**config.mk**
```make
export PLATFORM = sky130hd
export DESIGN_NAME = softstart_seq
export DESIGN_NICKNAME = d
export VERILOG_FILES = /design/src/rtl/ss_pkg.sv /design/src/rtl/ss_prescaler.sv /design/src/rtl/ss_step_ctrl.sv /design/src/rtl/ss_code_map.sv /design/src/rtl/softstart_seq.sv
export SDC_FILE = /design/constraint.sdc
export NUM_CORES = 1
export LEC_CHECK = 0
export BUFFER_PORTS_ARGS = -buffer_cell sky130_fd_sc_hd__buf_2
export CAP_MARGIN = 10
export CORE_ASPECT_RATIO = 0.75
export CORE_UTILIZATION = 50
export DETAILED_ROUTE_END_ITERATION = 10
export GPL_ROUTABILITY_DRIVEN = 0
export PLACE_DENSITY = 0.84
export SETUP_SLACK_MARGIN = 0.4
export SLEW_MARGIN = 20
export SYNTH_ARGS = -nofsm -noshare
export SYNTH_HDL_FRONTEND = slang
export SYNTH_HIERARCHICAL = 1
export SYNTH_SLANG_ARGS = --single-unit
```
**constraint.sdc**
```tcl
create_clock -name clk -period 6.93 [get_ports clk]
set_input_delay 0.3465 -clock clk [delete_from_list [all_inputs] [get_ports clk]]
set_output_delay 0.3465 -clock clk [all_outputs]
set_load 0.02 [all_outputs]
```
**src/rtl/ss_pkg.sv**
```systemverilog
// Shared types for the soft-start sequencer.
// Assumes: nothing beyond IEEE 1800-2017 packages.
package ss_pkg;

    // Sequencer phase
    typedef enum logic [1:0] {
        SS_IDLE = 2'd0,
        SS_RAMP = 2'd1,
        SS_DONE = 2'd2
    } ss_state_t;

endpackage

```
**src/rtl/ss_prescaler.sv**
```systemverilog
// Tick prescaler: emits a one-cycle tick every TICK_DIV enabled cycles.
// Assumes: TICK_DIV >= 2. The count clears whenever run is low, so the
// first tick after run rises comes TICK_DIV cycles later.
module ss_prescaler #(
    parameter int TICK_DIV = 30000
) (
    input  logic clk,
    input  logic rst_n,
    input  logic run,
    output logic tick
);
    localparam int TICK_W = $clog2(TICK_DIV);
    localparam logic [TICK_W-1:0] LAST = TICK_W'(TICK_DIV - 1);

    logic [TICK_W-1:0] cnt;

    // Purpose: count enabled cycles and wrap at the interval end
    always_ff @(posedge clk) begin
        if (!rst_n || !run) begin
            cnt <= '0;
        end else if (cnt == LAST) begin
            cnt <= '0;
        end else begin
            cnt <= cnt + 1'b1;
        end
    end

    // Purpose: flag the last cycle of each interval
    always_comb begin
        tick = run && (cnt == LAST);
    end
endmodule

```
**src/rtl/ss_step_ctrl.sv**
```systemverilog
// Step controller: phase state and staircase index.
// Assumes: supply_ok and restart are synchronous to clk. Supply loss has
// priority over restart, and restart over tick.
module ss_step_ctrl
    import ss_pkg::*;
#(
    parameter int NSTEPS = 32
) (
    input  logic                      clk,
    input  logic                      rst_n,
    input  logic                      supply_ok,
    input  logic                      restart,
    input  logic                      tick,
    output ss_state_t                 state,
    output logic [$clog2(NSTEPS)-1:0] step
);
    localparam int STEP_W = $clog2(NSTEPS);
    localparam logic [STEP_W-1:0] STEP_LAST = STEP_W'(NSTEPS - 1);

    // Purpose: advance phase and index on ticks, reload on restart
    always_ff @(posedge clk) begin
        if (!rst_n || !supply_ok) begin
            state <= SS_IDLE;
            step  <= '0;
        end else begin
            case (state)
                SS_IDLE: begin
                    state <= SS_RAMP;
                    step  <= '0;
                end
                SS_RAMP: begin
                    if (restart) begin
                        step <= '0;
                    end else if (tick) begin
                        if (step == STEP_LAST) begin
                            state <= SS_DONE;
                        end else begin
                            step <= step + 1'b1;
                        end
                    end
                end
                SS_DONE: begin
                    if (restart) begin
                        state <= SS_RAMP;
                        step  <= '0;
                    end
                end
                default: begin
                    state <= SS_IDLE;
                    step  <= '0;
                end
            endcase
        end
    end
endmodule

```
**src/rtl/ss_code_map.sv**
```systemverilog
// Code mapper: turns phase and index into the duty ceiling and the
// binary-weighted sink enables.
// Assumes: NSTEPS is a power of two, so the per-bit inversion equals
// (NSTEPS-1) - step.
module ss_code_map
    import ss_pkg::*;
#(
    parameter int NSTEPS   = 32,
    parameter int DUTY_W   = 8,
    parameter int DUTY_MAX = 192
) (
    input  ss_state_t                 state,
    input  logic [$clog2(NSTEPS)-1:0] step,
    output logic [DUTY_W-1:0]         duty,
    output logic [$clog2(NSTEPS)-1:0] sink
);
    localparam int STEP_W = $clog2(NSTEPS);
    localparam int PROD_W = STEP_W + DUTY_W;

    logic [PROD_W-1:0] prod;
    logic [PROD_W-1:0] quot;
    logic              ramping;

    // Purpose: scale the index linearly onto 0 .. DUTY_MAX
    always_comb begin
        ramping = (state == SS_RAMP);
        prod    = PROD_W'(step) * PROD_W'(DUTY_MAX);
        quot    = prod / PROD_W'(NSTEPS - 1);
        if (state == SS_DONE) begin
            duty = DUTY_W'(DUTY_MAX);
        end else if (ramping) begin
            duty = quot[DUTY_W-1:0];
        end else begin
            duty = '0;
        end
    end

    // Purpose: each sink branch stays on while its index bit is clear
    for (genvar i = 0; i < STEP_W; i++) begin : g_sink
        assign sink[i] = ramping && !step[i];
    end
endmodule

```
**src/rtl/softstart_seq.sv**
```systemverilog
// Stepped soft-start sequencer top.
// Assumes: synchronous inputs, synchronous active-low reset and
// NSTEPS a power of two.
module softstart_seq
    import ss_pkg::*;
#(
    parameter int TICK_DIV = 30000,
    parameter int NSTEPS   = 32,
    parameter int DUTY_W   = 8,
    parameter int DUTY_MAX = 192
) (
    input  logic                      clk,
    input  logic                      rst_n,
    input  logic                      supply_ok,
    input  logic                      restart,
    output logic [$clog2(NSTEPS)-1:0] step_idx,
    output logic [DUTY_W-1:0]         duty_lim,
    output logic [$clog2(NSTEPS)-1:0] sink_en,
    output logic                      ss_done,
    output logic                      jitter_en
);
    localparam int STEP_W = $clog2(NSTEPS);

    ss_state_t         state;
    logic [STEP_W-1:0] step;
    logic              tick;
    logic              run;

    // Purpose: the prescaler only runs during a ramp with no reload pending
    always_comb begin
        run = supply_ok && (state == SS_RAMP) && !restart;
    end

    ss_prescaler #(.TICK_DIV(TICK_DIV)) u_pre (
        .clk   (clk),
        .rst_n (rst_n),
        .run   (run),
        .tick  (tick)
    );

    ss_step_ctrl #(.NSTEPS(NSTEPS)) u_ctrl (
        .clk       (clk),
        .rst_n     (rst_n),
        .supply_ok (supply_ok),
        .restart   (restart),
        .tick      (tick),
        .state     (state),
        .step      (step)
    );

    ss_code_map #(
        .NSTEPS   (NSTEPS),
        .DUTY_W   (DUTY_W),
        .DUTY_MAX (DUTY_MAX)
    ) u_map (
        .state (state),
        .step  (step),
        .duty  (duty_lim),
        .sink  (sink_en)
    );

    // Purpose: drive the status flags from the phase
    always_comb begin
        step_idx  = step;
        ss_done   = (state == SS_DONE);
        jitter_en = (state == SS_DONE);
    end
endmodule

```
==> results.sh, run 1 <==
export IMPL_status="complete, but fails checks"
export IMPL_violations="setup timing"
export IMPL_r2r_cells=7
export IMPL_finalSetupViolCount=1
export IMPL_min_path_type="input port to register"
export IMPL_end_kind="output pin"
export IMPL_grt_total_usage_pct=25.8
export IMPL_rr_endpoint="u_ctrl/step[2]"
export IMPL_drive_gt1_share_pct=35.0
export IMPL_synth_edff_count=0
export IMPL_critPathMaxStageDelay_ns=0.59
export IMPL_dp_hpwl_um=4900
export IMPL_slew_headroom_pct=51.4
export IMPL_cts_sinks=22
export IMPL_drv_cap=0
export IMPL_placement_rows=21
export IMPL_finalHoldViolCount=0
export IMPL_h_tree_depth=1
export IMPL_fin_tns_setup_ns=-0.144
export IMPL_synth_area_um2=2480
export IMPL_cts_inserted_buffers=3
export IMPL_crit_type="register to output pin"
export IMPL_viasPerCell=6.28
export IMPL_irDropWorstVdd_uv=147
export IMPL_die_h_um=63.0
export IMPL_ys_ff_latch=22
export IMPL_worstPathArrival_ns=6.73
export IMPL_max_clock_path_buffers=2
export IMPL_whs_endpoint="u_ctrl/state[0]"
export IMPL_fillers=345
export IMPL_ios=24
export IMPL_num_vias=2689
export IMPL_critPathLaunchType="register"
export IMPL_p_leak_nw=1.21
export IMPL_critPathMaxFanout=5
export IMPL_dieWidth_um=83.4
export IMPL_clk_latency_ns=0.27
export IMPL_portBuffers=23
export IMPL_layout_common_cells="buf_4 (38), nor2_1 (38), buf_2 (21)"
export IMPL_cts_tree="yes"
export IMPL_finalNetCount=394
export IMPL_rsz0062_at_grt="yes"
export IMPL_hold_depth=2
export IMPL_multiInputGateArea_um2=2160
export IMPL_initial_core_util_pct=53.7
export IMPL_first_global_vias=2503
export IMPL_die_area_um2=5260
export IMPL_clkTransAtPathRegs_ns=0.08
export IMPL_rrSetupSlack_ns=4.79
export IMPL_dominantRegCellSynth="dfxtp_1"
export IMPL_finalWirelength_um=6850
export IMPL_powerDensity_nw_per_um2=86.8
export IMPL_synth_warnings=6
export IMPL_grt_max_degree=16
export IMPL_reg2reg_from="u_pre/cnt[0]"
export IMPL_power_total_w=0.000280
export IMPL_core_um2=4620
export IMPL_utilization_pct=69.7
export IMPL_finalClockSkew_ns=0.00170
export IMPL_root_buffer="clkbuf_8"
export IMPL_antenna_cells=0
export IMPL_yosysUniqueCellTypes=71
export IMPL_wire_per_inst_um=16.0
export IMPL_cp_slowest_cell="or4_4"
export IMPL_drt_first_pass_iters=5
export IMPL_worst_hold_slack_ns=0.370
export IMPL_syn2layout_area_growth_pct=29.8
export IMPL_tightest_slew_ns=0.729
export IMPL_slew_violations=0
export IMPL_grt_first_pass_wirelength_um=11300
export IMPL_syn_nets=337
export IMPL_min_period_over_period_pct=102
export IMPL_min_period_ns=7.07
export IMPL_grt_overflow=0
export IMPL_synthCells=315
export IMPL_synth_seq_area_share_pct=17.7
export IMPL_synthArstFlopShare_pct=0
export IMPL_regArea_um2=453
export IMPL_crit_required_ns=6.58
export IMPL_fin_ws_ns=-0.144
export IMPL_syn_area_per_cell_um2=7.88
export IMPL_ant_nets=0
export IMPL_cts_hold_buf=0
export IMPL_max_clock_freq_mhz=141
export IMPL_antenna_found_initial=0
export IMPL_dr_first_iter_drc_count=254
export IMPL_drcViolationCount=0
export IMPL_hold_start="supply_ok"
worst max-delay path by stage:
stage | to | slack [ns] | cells after the start | startpoint
6_report | duty_lim[0] | -0.14 | 36 | u_ctrl/step[1]
5_1_grt | duty_lim[0] | -0.42 | 36 | u_ctrl/step[1]
4_1_cts | duty_lim[0] | 0.007 | 36 | u_ctrl/step[1]
3_5_place_dp | duty_lim[0] | -0.11 | 37 | u_ctrl/step[1]
3_3_place_gp | duty_lim[0] | 0.14 | 37 | u_ctrl/step[1]
2_1_floorplan | duty_lim[0] | 0.05 | 36 | u_ctrl/step[0]
kinds of logic (layout without fill, tap and decap cells):
| kind of cell | Yosys count | in the layout | synth area share, % |
|---|---|---|---|
| DFF | 22 | 22 | 17.7 |
| muxes | 7 | 7 | 3.38 |
| buffers and inverters | 26 | 82 | 4.79 |
| AOI/OAI and AO/OA | 69 | 69 | 20.8 |
| adders and majority gates | 18 | 18 | 9.37 |
| xor gates and xnor gates | 25 | 25 | 9.72 |
| and+or+nand+nor | 148 | 148 | 34.3 |
critical path, delay by kind of cell, from the launching register on:
| family | cells | cell delay [ns] |
|---|---|---|
| buffers and inverters | 5 | 0.41 |
| flip-flops | 1 | 0.39 |
| XOR/XNOR | 4 | 0.81 |
| adder cells (fa/ha/maj) | 7 | 1.68 |
| AND/OR/NAND/NOR | 8 | 1.56 |
| AO/OA/AOI/OAI | 12 | 1.61 |
metrics by stage:
step	cells	setup WS (ns)	area (um2)
after floorplan	315	0.0458	2670
after global placement	409	0.137	2960
after detailed placement	409	-0.111	2960
after CTS	425	0.00687	3200
after global routing	428	-0.425	3220
final	428	-0.144	3220
cell usage after synthesis (all sizes together) (4+ instances only):
master  instances  area (um2)
nand4           9        62.6
nor3            9        45.0
o21ai          12        75.1
mux2i           5        50.1
nand2          24        95.1
inv            17        63.8
and2            9        56.3
xnor2          16         148
a31oi          10        62.6
nor3b           4        35.0
nor2           40         150
or4             4        30.0
nor4            9        83.8
dfxtp          22         440
nor2b           8        57.6
a211oi          6        45.0
buf             5        38.8
xor2            9        93.8
a21oi          10        61.3
nand2b          5        33.8
nand3b          4        33.8
nand3           8        45.0
ha             17         213
a311oi          4        35.0
area by class of cell:
type	instances	share of cell area (%)
multi-input cells	267	66.9
flip-flops and latches	22	14.1
repair buffers	60	12.5
inverters	18	2.33
well taps	57	2.21
clock buffers	4	2.06
sequential cells by signal, indices dropped and copies added (netlist names):
signal        count
u_ctrl/state      2
u_ctrl/step       5
u_pre/cnt        15
power breakdown:
part / internal (W) / total, W / switching, W
combinational: 0.0000199 / 0.0000460 / 0.0000261
clock: 0.0000627 / 0.000107 / 0.0000438
sequential: 0.000126 / 0.000127 / 0.00000136
total: 0.000208 / 0.000280 / 0.0000713
what timing repair did:
| item | 4_1_cts | 5_1_grt |
|---|---|---|
| setup endpoints to repair | 3 | 2 |
| buffers inserted | 12 | 3 |
| pin swaps | 11 | 6 |
| resized for setup | 18 | 1 |
| cloned | 0 | 0 |
routing by layer:
metal	up-vias	GRT usage (%)	part of all wire, %	wire length [um]
met2	129	42.2	45	3100
li1	1266	-	-	-
met4	0	5.82	2.1	142
met1	1267	35.6	45	3070
met3	27	3.96	7.9	541
met5	-	0	0	0
(Power assumes the default switching activity.)
==> inputs of run 2 (changes only) <==
Settings changed: CORE_UTILIZATION 50 to 54, PLACE_DENSITY 0.84 to 0.89.
==> run 2 against run 1 <==
Net effect: the run still ends with setup timing left; count of clock-buffer cells in the layout did not move; power down 8.2%; worst hold slack better by 0.051 ns; combinational power up 6.5%; register-to-register slack about the same; setup slack better by 0.066 ns.
==> results.sh, run 2 (synthesis gave the netlist of run 1 again) <==
export IMPL_status="complete, but fails checks"
export IMPL_violations="setup timing"
export IMPL_slew_headroom_pct=43.6
export IMPL_slew_violations=0
export IMPL_crit_family="compound AO/OA/AOI/OAI gates"
export IMPL_grt_total_usage_pct=29.2
export IMPL_met1_usage_pct=38.6
export IMPL_critPathMaxFanout=9
export IMPL_ant_nets=0
export IMPL_root_buffer="clkbuf_8"
export IMPL_worstPathArrival_ns=6.66
export IMPL_clk_latency_ns=0.26
export IMPL_met3_usage_pct=2.11
export IMPL_critPathMaxStageDelay_ns=0.54
export IMPL_viasPerCell=6.57
export IMPL_final_common_cell="nor2_1"
export IMPL_finalWirelength_um=7410
export IMPL_top_usage_layer="met2"
export IMPL_dr_first_iter_drc_count=339
export IMPL_drive_gt1_share_pct=34.8
export IMPL_cp_common_cell="ha_2"
export IMPL_finalNetCount=394
export IMPL_critPathLaunchType="register"
export IMPL_max_clock_freq_mhz=143
export IMPL_die_area_um2=4880
export IMPL_ios=24
export IMPL_place_inst=402
export IMPL_antenna_found_initial=0
export IMPL_cp_slowest_cell="or4_4"
export IMPL_min_path_type="input port to register"
export IMPL_end_kind="output pin"
export IMPL_clkTransAtPathRegs_ns=0.08
export IMPL_grt_overflow=0
export IMPL_min_period_ns=7.01
export IMPL_syn2layout_area_growth_pct=29.0
export IMPL_finalClockSkew_ns=0.00616
export IMPL_cts_inserted_buffers=3
export IMPL_grt_max_degree=16
export IMPL_num_vias=2800
export IMPL_top_regs="u_pre/cnt: 15 flops, u_ctrl/step: 5 flops, u_ctrl/state: 2 flops"
export IMPL_powerDensity_nw_per_um2=80.2
export IMPL_largest_reg_flops=15
export IMPL_cts_hold_buf=0
export IMPL_drt_first_pass_iters=6
export IMPL_p_leak_nw=1.23
export IMPL_use_met2_pct=51.9
export IMPL_finalHoldViolCount=0
export IMPL_path_buf_inv=4
export IMPL_irDropWorstVdd_uv=157
export IMPL_first_global_vias=2453
export IMPL_final_cell_count_no_fill=426
export IMPL_utilization_pct=75.7
export IMPL_antenna_cells=0
export IMPL_layout_common_cells="nor2_1 (38), buf_4 (36), buf_2 (21)"
export IMPL_min_period_over_period_pct=101
export IMPL_rsz0062_at_grt="yes"
export IMPL_max_clock_path_buffers=2
export IMPL_cts_sinks=22
export IMPL_dp_hpwl_um=4950
export IMPL_wire_per_inst_um=17.4
export IMPL_power_total_w=0.000257
export IMPL_h_tree_depth=1
export IMPL_finalSetupViolCount=2
export IMPL_grt_first_pass_wirelength_um=11200
export IMPL_die_h_um=60.7
export IMPL_cts_tree="yes"
export IMPL_placement_rows=20
export IMPL_dieWidth_um=80.3
export IMPL_crit_required_ns=6.58
export IMPL_portBuffers=23
export IMPL_initial_core_util_pct=58.7
export IMPL_core_um2=4230
export IMPL_tightest_slew_ns=0.824
export IMPL_drcViolationCount=0
export IMPL_regMostFlops="u_pre/cnt"
export IMPL_drv_cap=0
export IMPL_crit_type="register to output pin"
export IMPL_fin_ws_ns=-0.0779
-- run 2: where the power goes --
group          switching (W)  internal (W)  total (W)  leakage (nW)
sequential        0.00000152      0.000126   0.000127         0.180
combinational      0.0000273     0.0000216  0.0000490          1.03
clock              0.0000395     0.0000410  0.0000805        0.0228
total              0.0000684      0.000188   0.000257          1.23
-- run 2: path summary, 6_finish.rpt --
kind                                startpoint         endpoint  slack (ns)  cells after the start
worst max register to register    u_pre/cnt[0]   u_ctrl/step[3]        4.80                      7
worst max-delay path            u_ctrl/step[2]      duty_lim[0]       -0.08                     35
worst min register to register    u_pre/cnt[0]     u_pre/cnt[0]        0.48                      1
worst min-delay path                 supply_ok  u_ctrl/state[0]        0.42                      2
-- run 2: area by class of cell --
type | instances | area, um2
Clock buffer | 4 | 45.0
Multi-Input combinational cell | 267 | 2140
Inverter | 18 | 75.1
Timing Repair Buffer | 60 | 418
Fill cell | 275 | 1030
Sequential cell | 22 | 453
Tap cell | 55 | 68.8
-- run 2: layer usage --
metal	vias to the layer above	routed length (um)
met5	-	0
met3	51	662
met2	195	3460
met4	0	265
li1	1266	-
met1	1288	3020
-- run 2: per-stage QoR --
step / TNS [ns] / hold slack [ns] / cell area, um2 / setup WS (ns)
final: -0.0998 / 0.421 / 3200 / -0.0779
after global routing: -0.504 / 0.426 / 3200 / -0.317
after CTS: -0.0722 / 0.414 / 3120 / -0.0722
after global placement: 0 / 0.453 / 2920 / 0.0912
after floorplan: 0 / 0.437 / 2670 / 0.0458
after detailed placement: -0.189 / 0.472 / 2920 / -0.189
-- run 2: repair_timing --
action | in CTS | in global routing
setup buffers | 14 | 6
gates resized for setup | 11 | 9
endpoints found under the setup margin | 3 | 3
pin swaps | 18 | 20
endpoints found under the hold margin | 0 | 0
